<file path="config.mk">
export PLATFORM = sky130hd
export DESIGN_NAME = swDebugModeDetect
export DESIGN_NICKNAME = d
export VERILOG_FILES = /design/src/rtl/swDetPkg.sv /design/src/rtl/swDetDatapath.sv /design/src/rtl/swDetControl.sv /design/src/rtl/swDebugModeDetect.sv
export SDC_FILE = /design/constraint.sdc
export NUM_CORES = 1
export LEC_CHECK = 0
export ABC_AREA = 1
export BUFFER_PORTS_ARGS = -buffer_cell sky130_fd_sc_hd__buf_4
export CAP_MARGIN = 20
export CELL_PAD_IN_SITES_DETAIL_PLACEMENT = 1
export CELL_PAD_IN_SITES_GLOBAL_PLACEMENT = 1
export CORE_MARGIN = 1
export CORE_UTILIZATION = 48
export DETAILED_ROUTE_END_ITERATION = 7
export GPL_TIMING_DRIVEN = 0
export PLACE_DENSITY_LB_ADDON = 0.1
export SYNTH_ARGS = -nofsm -noshare
export SYNTH_HDL_FRONTEND = slang
export SYNTH_SLANG_ARGS = --single-unit
</file>
<file path="constraint.sdc">
create_clock -name clk -period 2.69 [get_ports clk]
set_input_delay 0.538 -clock clk [delete_from_list [all_inputs] [get_ports clk]]
set_output_delay 0.538 -clock clk [all_outputs]
set_load 0.01 [all_outputs]
</file>
<file path="src/rtl/swDetPkg.sv">
package swDetPkg;

  typedef enum logic {
    ST_IDLE    = 1'b0,
    ST_CAPTURE = 1'b1
  } detState_t;

  typedef struct packed {
    logic capStart;  // load the first command bit, restart bit count
    logic capShift;  // shift in the next command bit
  } detStrobe_t;

endpackage

</file>
<file path="src/rtl/swDetDatapath.sv">
module swDetDatapath
  import swDetPkg::*;
#(
  parameter int HIGH_RUN = 50,
  parameter int CMD_W    = 16
) (
  input  logic             clk,
  input  logic             rstN,
  input  logic             lineIn,
  input  detStrobe_t       strb,
  output logic             runDone,
  output logic             wordFull,
  output logic [CMD_W-1:0] capWord
);

  localparam int CNT_W = $clog2(HIGH_RUN + 1);
  localparam int BIT_W = $clog2(CMD_W + 1);
  localparam logic [CNT_W-1:0] RUN_MAX  = CNT_W'(HIGH_RUN);
  localparam logic [BIT_W-1:0] BIT_FULL = BIT_W'(CMD_W);

  logic [CNT_W-1:0] highCnt;
  logic [BIT_W-1:0] bitCnt;

  // saturating count of consecutive high samples
  always_ff @(posedge clk or negedge rstN) begin
    if (!rstN) begin
      highCnt <= '0;
    end else if (!lineIn) begin
      highCnt <= '0;
    end else if (highCnt != RUN_MAX) begin
      highCnt <= highCnt + CNT_W'(1);
    end
  end

  assign runDone = (highCnt == RUN_MAX);

  // LSB-first capture: new bits enter at the top and move down
  always_ff @(posedge clk or negedge rstN) begin
    if (!rstN) begin
      capWord <= '0;
      bitCnt  <= '0;
    end else if (strb.capStart) begin
      capWord <= {lineIn, {(CMD_W-1){1'b0}}};
      bitCnt  <= BIT_W'(1);
    end else if (strb.capShift) begin
      capWord <= {lineIn, capWord[CMD_W-1:1]};
      bitCnt  <= bitCnt + BIT_W'(1);
    end
  end

  assign wordFull = (bitCnt == BIT_FULL);

  assert_no_overflow_R7: assert property (@(posedge clk) disable iff (!rstN)
    highCnt <= RUN_MAX);

  assert_run_needs_high_R6: assert property (@(posedge clk) disable iff (!rstN)
    runDone |-> $past(lineIn));

  assert_bitcnt_bound_R8: assert property (@(posedge clk) disable iff (!rstN)
    bitCnt <= BIT_FULL);

endmodule

</file>
<file path="src/rtl/swDetControl.sv">
module swDetControl
  import swDetPkg::*;
#(
  parameter int               CMD_W    = 16,
  parameter logic [CMD_W-1:0] SWD_CMD  = 16'hE79E,
  parameter logic [CMD_W-1:0] JTAG_CMD = 16'hE73C
) (
  input  logic             clk,
  input  logic             rstN,
  input  logic             lineIn,
  input  logic             runDone,
  input  logic             wordFull,
  input  logic [CMD_W-1:0] capWord,
  output detStrobe_t       strb,
  output logic             swdMode,
  output logic             switchPulse,
  output logic             lineReset,
  output logic             tapReset
);

  detState_t state, nextState;
  logic      nextMode;
  logic      evalNow;

  assign evalNow = (state == ST_CAPTURE) && wordFull;

  always_comb begin
    strb      = '0;
    nextState = state;
    unique case (state)
      ST_IDLE: begin
        if (!lineIn && runDone) begin
          strb.capStart = 1'b1;
          nextState     = ST_CAPTURE;
        end
      end
      ST_CAPTURE: begin
        if (wordFull) nextState     = ST_IDLE;
        else          strb.capShift = 1'b1;
      end
      default: nextState = ST_IDLE;
    endcase
  end

  always_comb begin
    nextMode = swdMode;
    if (evalNow) begin
      if (capWord == SWD_CMD)       nextMode = 1'b1;
      else if (capWord == JTAG_CMD) nextMode = 1'b0;
    end
  end

  always_ff @(posedge clk or negedge rstN) begin
    if (!rstN) begin
      state       <= ST_IDLE;
      swdMode     <= 1'b0;
      switchPulse <= 1'b0;
    end else begin
      state       <= nextState;
      swdMode     <= nextMode;
      switchPulse <= (nextMode != swdMode);
    end
  end

  assign lineReset = swdMode & runDone;
  assign tapReset  = ~swdMode & runDone;

  assert_capture_after_run_R2: assert property (@(posedge clk) disable iff (!rstN)
    (state == ST_CAPTURE && $past(state) == ST_IDLE) |-> $past(runDone && !lineIn));

  assert_swd_cmd_R3: assert property (@(posedge clk) disable iff (!rstN)
    $rose(swdMode) |-> $past(capWord == SWD_CMD));

  assert_jtag_cmd_R4: assert property (@(posedge clk) disable iff (!rstN)
    $fell(swdMode) |-> $past(capWord == JTAG_CMD));

  assert_pulse_has_change_R10: assert property (@(posedge clk) disable iff (!rstN)
    switchPulse |-> (swdMode != $past(swdMode)));

  assert_change_has_pulse_R10: assert property (@(posedge clk) disable iff (!rstN)
    (swdMode != $past(swdMode)) |-> switchPulse);

  assert_one_indication_R5: assert property (@(posedge clk) disable iff (!rstN)
    $onehot0({lineReset, tapReset}));

endmodule

</file>
<file path="src/rtl/swDebugModeDetect.sv">
module swDebugModeDetect
  import swDetPkg::*;
#(
  parameter int               HIGH_RUN = 50,
  parameter int               CMD_W    = 16,
  parameter logic [CMD_W-1:0] SWD_CMD  = 16'hE79E,
  parameter logic [CMD_W-1:0] JTAG_CMD = 16'hE73C
) (
  input  logic clk,
  input  logic rstN,
  input  logic lineIn,
  output logic swdMode,
  output logic switchPulse,
  output logic lineReset,
  output logic tapReset
);

  detStrobe_t       strb;
  logic             runDone;
  logic             wordFull;
  logic [CMD_W-1:0] capWord;

  swDetDatapath #(
    .HIGH_RUN (HIGH_RUN),
    .CMD_W    (CMD_W)
  ) datapath_i (
    .clk      (clk),
    .rstN     (rstN),
    .lineIn   (lineIn),
    .strb     (strb),
    .runDone  (runDone),
    .wordFull (wordFull),
    .capWord  (capWord)
  );

  swDetControl #(
    .CMD_W    (CMD_W),
    .SWD_CMD  (SWD_CMD),
    .JTAG_CMD (JTAG_CMD)
  ) control_i (
    .clk         (clk),
    .rstN        (rstN),
    .lineIn      (lineIn),
    .runDone     (runDone),
    .wordFull    (wordFull),
    .capWord     (capWord),
    .strb        (strb),
    .swdMode     (swdMode),
    .switchPulse (switchPulse),
    .lineReset   (lineReset),
    .tapReset    (tapReset)
  );

endmodule

</file>
# == Word level (Yosys, flattened, before mapping) ==
# Cells that the tools add are included.
# totals
regBits,30
latchBits,0
ram_bits,0
romBits,0
inputBits,3
output_inout_bits,4
word_cells,37
n_memories,0
# classes
addsub,2
mul,0
n_div,0
order_cmp,0
eq_ne,7
shift,0
n_mux,14
bitwise_logic,4
n_reduce_logical,4
# op_table
operator,count
16-bit == test (second input constant),2
16-bit two-way mux,2
6-bit two-way mux,2
5-bit two-way mux,2
1-bit two-way mux,7
6-bit by 1-bit adder with 6-bit output (second input constant),1
6-bit == test (second input constant),1
6-bit != test (second input constant),1
5-bit by 1-bit adder with 5-bit output (second input constant),1
5-bit == test (second input constant),1
1-bit AND,2
1-bit logical AND,2
2-bit by 1-bit != test with 1-bit output (second input constant),1
1-bit inverter,2
1-bit one-hot mux with 2 select lines,1
2-bit nonzero test,1
1-bit logical NOT,1
1-bit != test,1

# == Logic depth before layout (Yosys ltp) ==
# Gate-level depths: netlist of the first run.
# logic_depth
depth_word,5
mapped_depth,10
depth_no_buf,9

# == By module ==
# From an unflattened synthesis of the first run, not the netlist that was laid out.
# unflattened
cells_unflattened,179
area_unflattened_um2,1541.5
# modules_own_cells
mod,n_inst,cells_each,area_each_um2,seq_area_each_um2
swDetDatapath,1,128,1253.7,675.6
swDetControl,1,51,287.8,75.1

# == Worst setup path after synthesis of the first run ==
# Ideal clock, no wire load.
# synth_path
path_type,reg2out
start,reg datapath_i.highCnt[0]
end,out lineReset
t_arrival_ns,1.087
t_required_ns,2.152
path_slack_ns,1.065
path_stages_with_launch,7
path_buffers,0
cell_sequence,dfrtp_1 -> inv_1 -> ha_1 -> nand2_2 -> nor2_4 -> inv_1 -> nor2_1
# synth_between
elab_chain_len,2
# synth_lines
item,line,text
"start, declared",swDetDatapath.sv:21,logic [CNT_W-1:0] highCnt;
"start signal, assigned",swDetDatapath.sv:31,highCnt <= highCnt + CNT_W'(1);
6-bit == test,swDetDatapath.sv:35,assign runDone = (highCnt == RUN_MAX);
1-bit AND,swDetControl.sv:65,assign lineReset = swdMode & runDone;
"end, declared",swDebugModeDetect.sv:14,"output logic lineReset,"
# No other way between the ends.

# == Final worst setup path of the first run ==
# Ends and elaborated chain as after synthesis.

==> results of run 1 <==
## path summary, 6_finish.rpt
kind                                        from                      to  slack, ns  cells past startpoint
max                        datapath_i.highCnt[0]               lineReset       0.54                      7
min                                         rstN    datapath_i.bitCnt[4]       0.12                      1
max reg2reg                 datapath_i.bitCnt[0]  datapath_i.capWord[13]       1.13                     10
min reg2reg                datapath_i.capWord[2]   datapath_i.capWord[1]       0.52                      2
max in group asynchronous                   rstN  datapath_i.capWord[10]       2.28                      1
min in group clk                          lineIn   datapath_i.highCnt[5]       0.47                      3
## worst max-delay path, delay by kind of cell, from the launching register on
kind	cells	cell delay [ns]
buf+inv	3	0.35
fa+ha+maj	1	0.17
simple gates	3	0.36
flops	1	0.42
## cells in the final DEF, fill, tap and decap left out, drive strengths merged
master,instances
a21oi,3
buf,9
clkbuf,7
dfrtp,30
ha,4
inv,27
nand2,52
nand3,26
nand4,3
nor2,25
nor3,1
o21ai,13
o31ai,1
xor2,1
## per-stage QoR
stage / power (mW) / hold slack [ns] / setup WS, ns / cells / utilization (%)
after CTS: 0.783 / 0.121 / 0.508 / 246 / 55.4
after floorplan: 0.511 / 0.242 / 1.06 / 189 / -
after global routing: 0.813 / 0.130 / 0.414 / 246 / 55.4
final: 0.774 / 0.121 / 0.539 / 246 / 55.4
after global placement: 0.529 / 0.485 / 0.919 / 239 / 53.9
after detailed placement: 0.533 / 0.490 / 0.894 / 239 / 53.9
## power breakdown
part           total [mW]  internal (mW)  switching [mW]  leakage [nW]
combinational      0.0455         0.0155          0.0300         0.485
clock               0.250         0.0984           0.152        0.0254
sequential          0.478          0.465          0.0134         0.368
total               0.774          0.579           0.195         0.878
## per-layer routing
metal | wire [um] | up-vias | GRT usage, %
li1 | - | 620 | -
met1 | 1630 | 620 | 32.6
met2 | 1750 | 17 | 39.7
met3 | 93 | 4 | 7.91
met4 | 30 | 0 | 8.16
met5 | 0 | - | 0
## state kept, by name (all words and copies together) (netlist names)
| signal | cells |
|---|---|
| control_i.swdMode | 1 |
| control_i.state | 1 |
| datapath_i.highCnt | 6 |
| datapath_i.capWord | 16 |
| control_i.switchPulse | 1 |
| datapath_i.bitCnt | 5 |
## kinds of logic (layout without fill, tap and decap cells)
| logic type | after synthesis | in the layout | synth area share, % |
|---|---|---|---|
| and+or+nand+nor | 107 | 107 | 31.7 |
| xor gates and xnor gates | 1 | 1 | 0.572 |
| buffers and inverters | 30 | 43 | 8.99 |
| adders and majority gates | 4 | 4 | 3.27 |
| DFF | 30 | 30 | 49.0 |
| AOI/OAI and AO/OA | 17 | 17 | 6.45 |
## final cells by class
| cell class | count | share of cell area [%] |
|---|---|---|
| Tap cell | 44 | 3.28 |
| Inverter | 27 | 6.19 |
| Timing Repair Buffer | 6 | 2.69 |
| Clock buffer | 7 | 2.69 |
| Buffer | 3 | 2.01 |
| Sequential cell | 30 | 44.8 |
| Multi-Input combinational cell | 129 | 38.4 |
==> flow_summary.yaml, run 1 <==
floorplanning:
  start_util_pct: 50.6
  die_w_um: 58.5
  design.core.area_um2: 3030
  rows: 20
  die_h_um: 58.5
  die_area_um2: 3420
  io_pins: 7
clocking:
  post_cts_buffers: 0
  clk_path_buf_depth: 2
  clk_pin_slew_worst_paths_ns: 0.09
  cts_hold_buf: 0
  clk_latency_ns: 0.33
  postCtsResizedCells: 0
  cts_made_buffers: 5
  cts_root_buffer: "clkbuf_4"
  ctsHtreeMaxLevel: 2
  cts_tree: "built"
  cts_sinks: 30
global_route:
  grt_pass1_wl_um: 6160
  first_global_vias: 1317
  antenna_found_initial: 0
  grt_overflow: 0
  grtUsageTotal_pct: 25.0
  grt_max_degree: 31
worst_setup_path:
  critPathArrivalTime_ns: 1.61
  critPathMaxFanout: 5
  slowest_delay_ns: 0.42
  worstSetupPathType: "reg -> out"
  slowest_stage: "dfrtp_1"
  end_kind: "output pin"
  required_ns: 2.15
  path_cells: "inv_1 > ha_1 > nand2_2 > nor2_4 > inv_1 > nor2_1 > buf_4"
  startpoint_type: "flip-flop"
  cpMostUsedCell: "inv_1"
sta:
  skew_ns: 0.0110
  relSlewSlack_pct: 74.6
  fin_crit_ns: 2.15
  finalHoldViolations: 0
  setup_violations: 0
  max_freq_mhz: 465
  fin_setup_tns_ns: 0
  rsz0062_at_grt: "false"
  finalCritPeriodShare_pct: 80.0
  slew_viol_final: 0
  worstMarginPinSlew_ns: 0.382
cells_and_area:
  insertedDiodeCount: 0
  fin_area_um2: 1680
  multi_input_area_um2: 643
  area_growth_pct: 9.48
  nFillCells: 404
  drive_gt1_share_pct: 12.9
  seqCellArea_um2: 751
  finalNetCount: 209
pwr:
  vdd_drop_max_uv: 294
  power_density_nw_per_um2: 462
  p_leak_nw: 0.878
drt:
  drcViolationCount: 0
  vias: 1261
  routedWlPerCell_um: 14.3
  viasPerCell: 5.13
  ant_nets: 0
  wl_um: 3510
  initialDrtViolationCount: 63
  drtPass1Iterations: 4
synth:
  synth_edf_count: 0
  netlist_area_um2: 1530
  synthTopCellsByArea: "dfrtp_1 49%, nand2_1 12%, nand3_1 8.2%, inv_1 6.4%, nor2_1 5.6%"
  syn-num-nets: 196
  synth_seq_cells: 30
  synth_most_common_cell: "nand2_1"
  yosysSeqAreaShare_pct: 49.0
  synth_top_area_share_pct: 49.0
  synth_cells: 189
  synth_common_cells: "47 x nand2_1, 30 x dfrtp_1, 26 x inv_1"
  synth_warnings: 0
  yosysTopAreaCell: "dfrtp_1"
  synth-main-ff-cell: "dfrtp_1"
  synthArstFlopShare_pct: 100
  avgSynthCellArea_um2: 8.10
  ys_types: 21
worst_hold_path:
  holdCritPathClass: "in -> async"
placement:
  dp_hpwl_um: 2580
  gp_congestion: 0.835
  port_buffers: 6
  placed_area_um2: 1630
status:
  status: "complete, no violations"
flow_run:
  drv_cap: 0
No activity file was read; power rests on OpenSTA's default activity.
==> run 2, diff against run 1 <==
- ABC_AREA: 1 -> 0
- CORE_UTILIZATION: 48 -> 43
- clock period: 2.69 -> 1.8 ns (I/O delays scaled with it)
==> run 2 against run 1 <==
Net effect: the flow now finishes with violations (negative setup slack); non-clock buffer count up 16; setup slack got worse by 0.86 ns; cell count fell by 25%; critical path type unchanged.
==> flow_summary.yaml, run 2 <==
cells_and_area:
  insertedDiodeCount: 0
  layout_commonest_cell: "dfrtp_1"
  drive_gt1_share_pct: 35.5
  finalNetCount: 147
  regMostFlops: "datapath_i.capWord"
  nFillCells: 319
  fin_util_pct: 56.3
  mostFrequentLayoutCells: "30 x dfrtp_1, 15 x buf_4, 10 x a22o_1"
  largestRegisters: "datapath_i.capWord x16, datapath_i.highCnt x6, datapath_i.bitCnt x5"
  final_cells: 185
  largest_reg_flops: 16
  area_growth_pct: 25.5
worst_setup_path:
  slowest_stage: "dfrtp_1"
  required_ns: 1.44
  r2r-start: "datapath_i.highCnt[0]"
  cp_num_cells: 6
  critPathBufInv: 2
  worstSetupPathType: "reg -> out"
  r2r_cells: 8
  critical_path.top_delay_family: "simple AND/OR/NAND/NOR gates"
  slowest_delay_ns: 0.40
  critPathMaxFanout: 3
  end_kind: "output pin"
  critPathArrivalTime_ns: 1.76
  path_cells: "inv_2 > ha_1 > or3b_4 > or2_4 > nor2_4 > buf_6"
  critPathLaunch: "datapath_i.highCnt[0]"
  startpoint_type: "flip-flop"
pwr:
  vdd_drop_max_uv: 638
  p_leak_nw: 0.786
  power_density_nw_per_um2: 1330
worst_hold_path:
  hold_start: "lineIn"
  holdCritPathClass: "in -> reg"
  min_path_cells: 2
sta:
  worstMarginPinSlew_ns: 0.437
  fin_crit_ns: 2.12
  skew_ns: 0.00713
  setup_violations: 21
  relSlewSlack_pct: 70.6
  setup_slack_ns: -0.324
  max_freq_mhz: 471
  slew_viol_final: 0
  rsz0062_at_grt: "true"
  finalHoldViolations: 0
  finalCritPeriodShare_pct: 118
synth:
  synth_common_cells: "30 x dfrtp_1, 10 x a22o_1, 7 x a22o_2, 7 x nor2_1"
  yosysTopAreaCell: "dfrtp_1"
  synthTopCellsByArea: "dfrtp_1 55%, a22o_1 6.4%, a22o_2 5.2%, ha_1 3.7%, xnor2_1 3.2%"
  netlist_area_um2: 1360
  synth_most_common_cell: "dfrtp_1"
  synth-main-ff-cell: "dfrtp_1"
  syn-num-nets: 118
  synth_seq_cells: 30
  synthArstFlopShare_pct: 100
  synth_cells: 111
  synth_warnings: 0
  yosysSeqAreaShare_pct: 55.2
  synth_top_area_share_pct: 55.2
  avgSynthCellArea_um2: 12.2
  synth_edf_count: 0
  ys_types: 36
status:
  status: "finished, violations left"
  violations: "negative setup slack"
placement:
  gp_congestion: 0.684
  place_inst: 161
  port_buffers: 6
  dp_hpwl_um: 1730
drt:
  ant_nets: 0
  routedWlPerCell_um: 15.3
  vias: 959
  drtPass1Iterations: 4
  wl_um: 2840
  viasPerCell: 5.18
  drcViolationCount: 0
  initialDrtViolationCount: 35
global_route:
  grt_util_met1_pct: 25.5
  met3_usage_pct: 6.03
  grtUsageTotal_pct: 19.8
  antenna_found_initial: 0
  first_global_vias: 990
  met2_usage_pct: 30.0
  grt_pass1_wl_um: 4780
  grt_overflow: 0
  grt_max_degree: 31
  grt-busiest-layer: "met2"
floorplanning:
  io_pins: 7
  rows: 20
  die_w_um: 58.2
  die_h_um: 58.2
  design.core.area_um2: 3030
  start_util_pct: 44.9
  die_area_um2: 3390
clocking:
  cts_root_buffer: "clkbuf_4"
  clk_latency_ns: 0.33
  cts_made_buffers: 5
  ctsHtreeMaxLevel: 2
  clk_pin_slew_worst_paths_ns: 0.09
  clk_path_buf_depth: 2
  cts_tree: "built"
  cts_sinks: 30
flow_run:
  drv_cap: 0
run 2: power by group:
part	internal, mW	total, mW	leakage (nW)	switching, mW
Clock	0.189	0.418	0.0353	0.229
Sequential	0.880	1.09	0.396	0.206
Combinational	0.438	0.755	0.355	0.317
run 2: cell families after synthesis:
| logic type | Yosys count | share of synthesized area (%) |
|---|---|---|
| xor+xnor | 8 | 5.16 |
| buf+inv | 9 | 3.22 |
| simple gates | 38 | 18.1 |
| fa+ha+maj | 4 | 3.68 |
| compound gates | 22 | 14.5 |
| flops | 30 | 55.2 |
run 2: area by class of cell:
| class | instances | area [um^2] | share of cell area [%] |
|---|---|---|---|
| Clock buffer | 7 | 55.1 | 3.23 |
| Inverter | 5 | 18.8 | 1.10 |
| Clock inverter | 1 | 5.00 | 0.293 |
| Timing Repair Buffer | 22 | 190 | 11.2 |
| Sequential cell | 30 | 751 | 44.0 |
| Multi-Input combinational cell | 73 | 601 | 35.2 |
| Buffer | 3 | 30.0 | 1.76 |
| Tap cell | 44 | 55.1 | 3.23 |
run 2: worst reg2reg max path: stages, from the launching register on:
cell and delay [ns]:
dfrtp_1 0.40, inv_2 0.06, ha_1 0.13, or3b_4 0.37
buf_4 0.15, nor4_4 0.25, nor2_4 0.11, buf_6 0.14
a22o_2 0.20
run 2: repair_timing:
item / in CTS / in global routing
setup endpoints to repair: 21 / 28
cloned: 2 / 0
pin swaps: 3 / 5
setup buffers: 7 / 8
endpoints found under the hold margin: 30 / 0
gates resized for setup: 4 / 11
hold buffers: 1 / 0
run 2: worst paths after layout:
check,slack (ns),to
min,0.31,datapath_i.highCnt[1]
min in group asynchronous,0.49,datapath_i.bitCnt[4]
max,-0.32,tapReset
min reg2reg,0.50,datapath_i.capWord[0]
max in group asynchronous,1.02,control_i.swdMode
max reg2reg,-0.13,datapath_i.capWord[5]
run 2: through the flow:
stage          area, um^2  power, mW  hold WS, ns  setup TNS, ns  worst slack (ns)
2_1_floorplan        1380       1.48       0.0644              0           0.00187
3_5_place_dp         1480       1.64        0.310          -1.33            -0.155
5_1_grt              1710       2.42        0.308          -4.31            -0.406
3_3_place_gp         1480       1.61        0.308          -1.23            -0.127
4_1_cts              1630       2.14        0.294          -4.61            -0.466
6_report             1710       2.26        0.310          -2.52            -0.324
run 2: routing by layer:
metal | wire, um | up-vias
met3 | 84 | 6
met5 | 0 | -
met2 | 1400 | 8
li1 | - | 457
met1 | 1300 | 488
met4 | 57 | 0
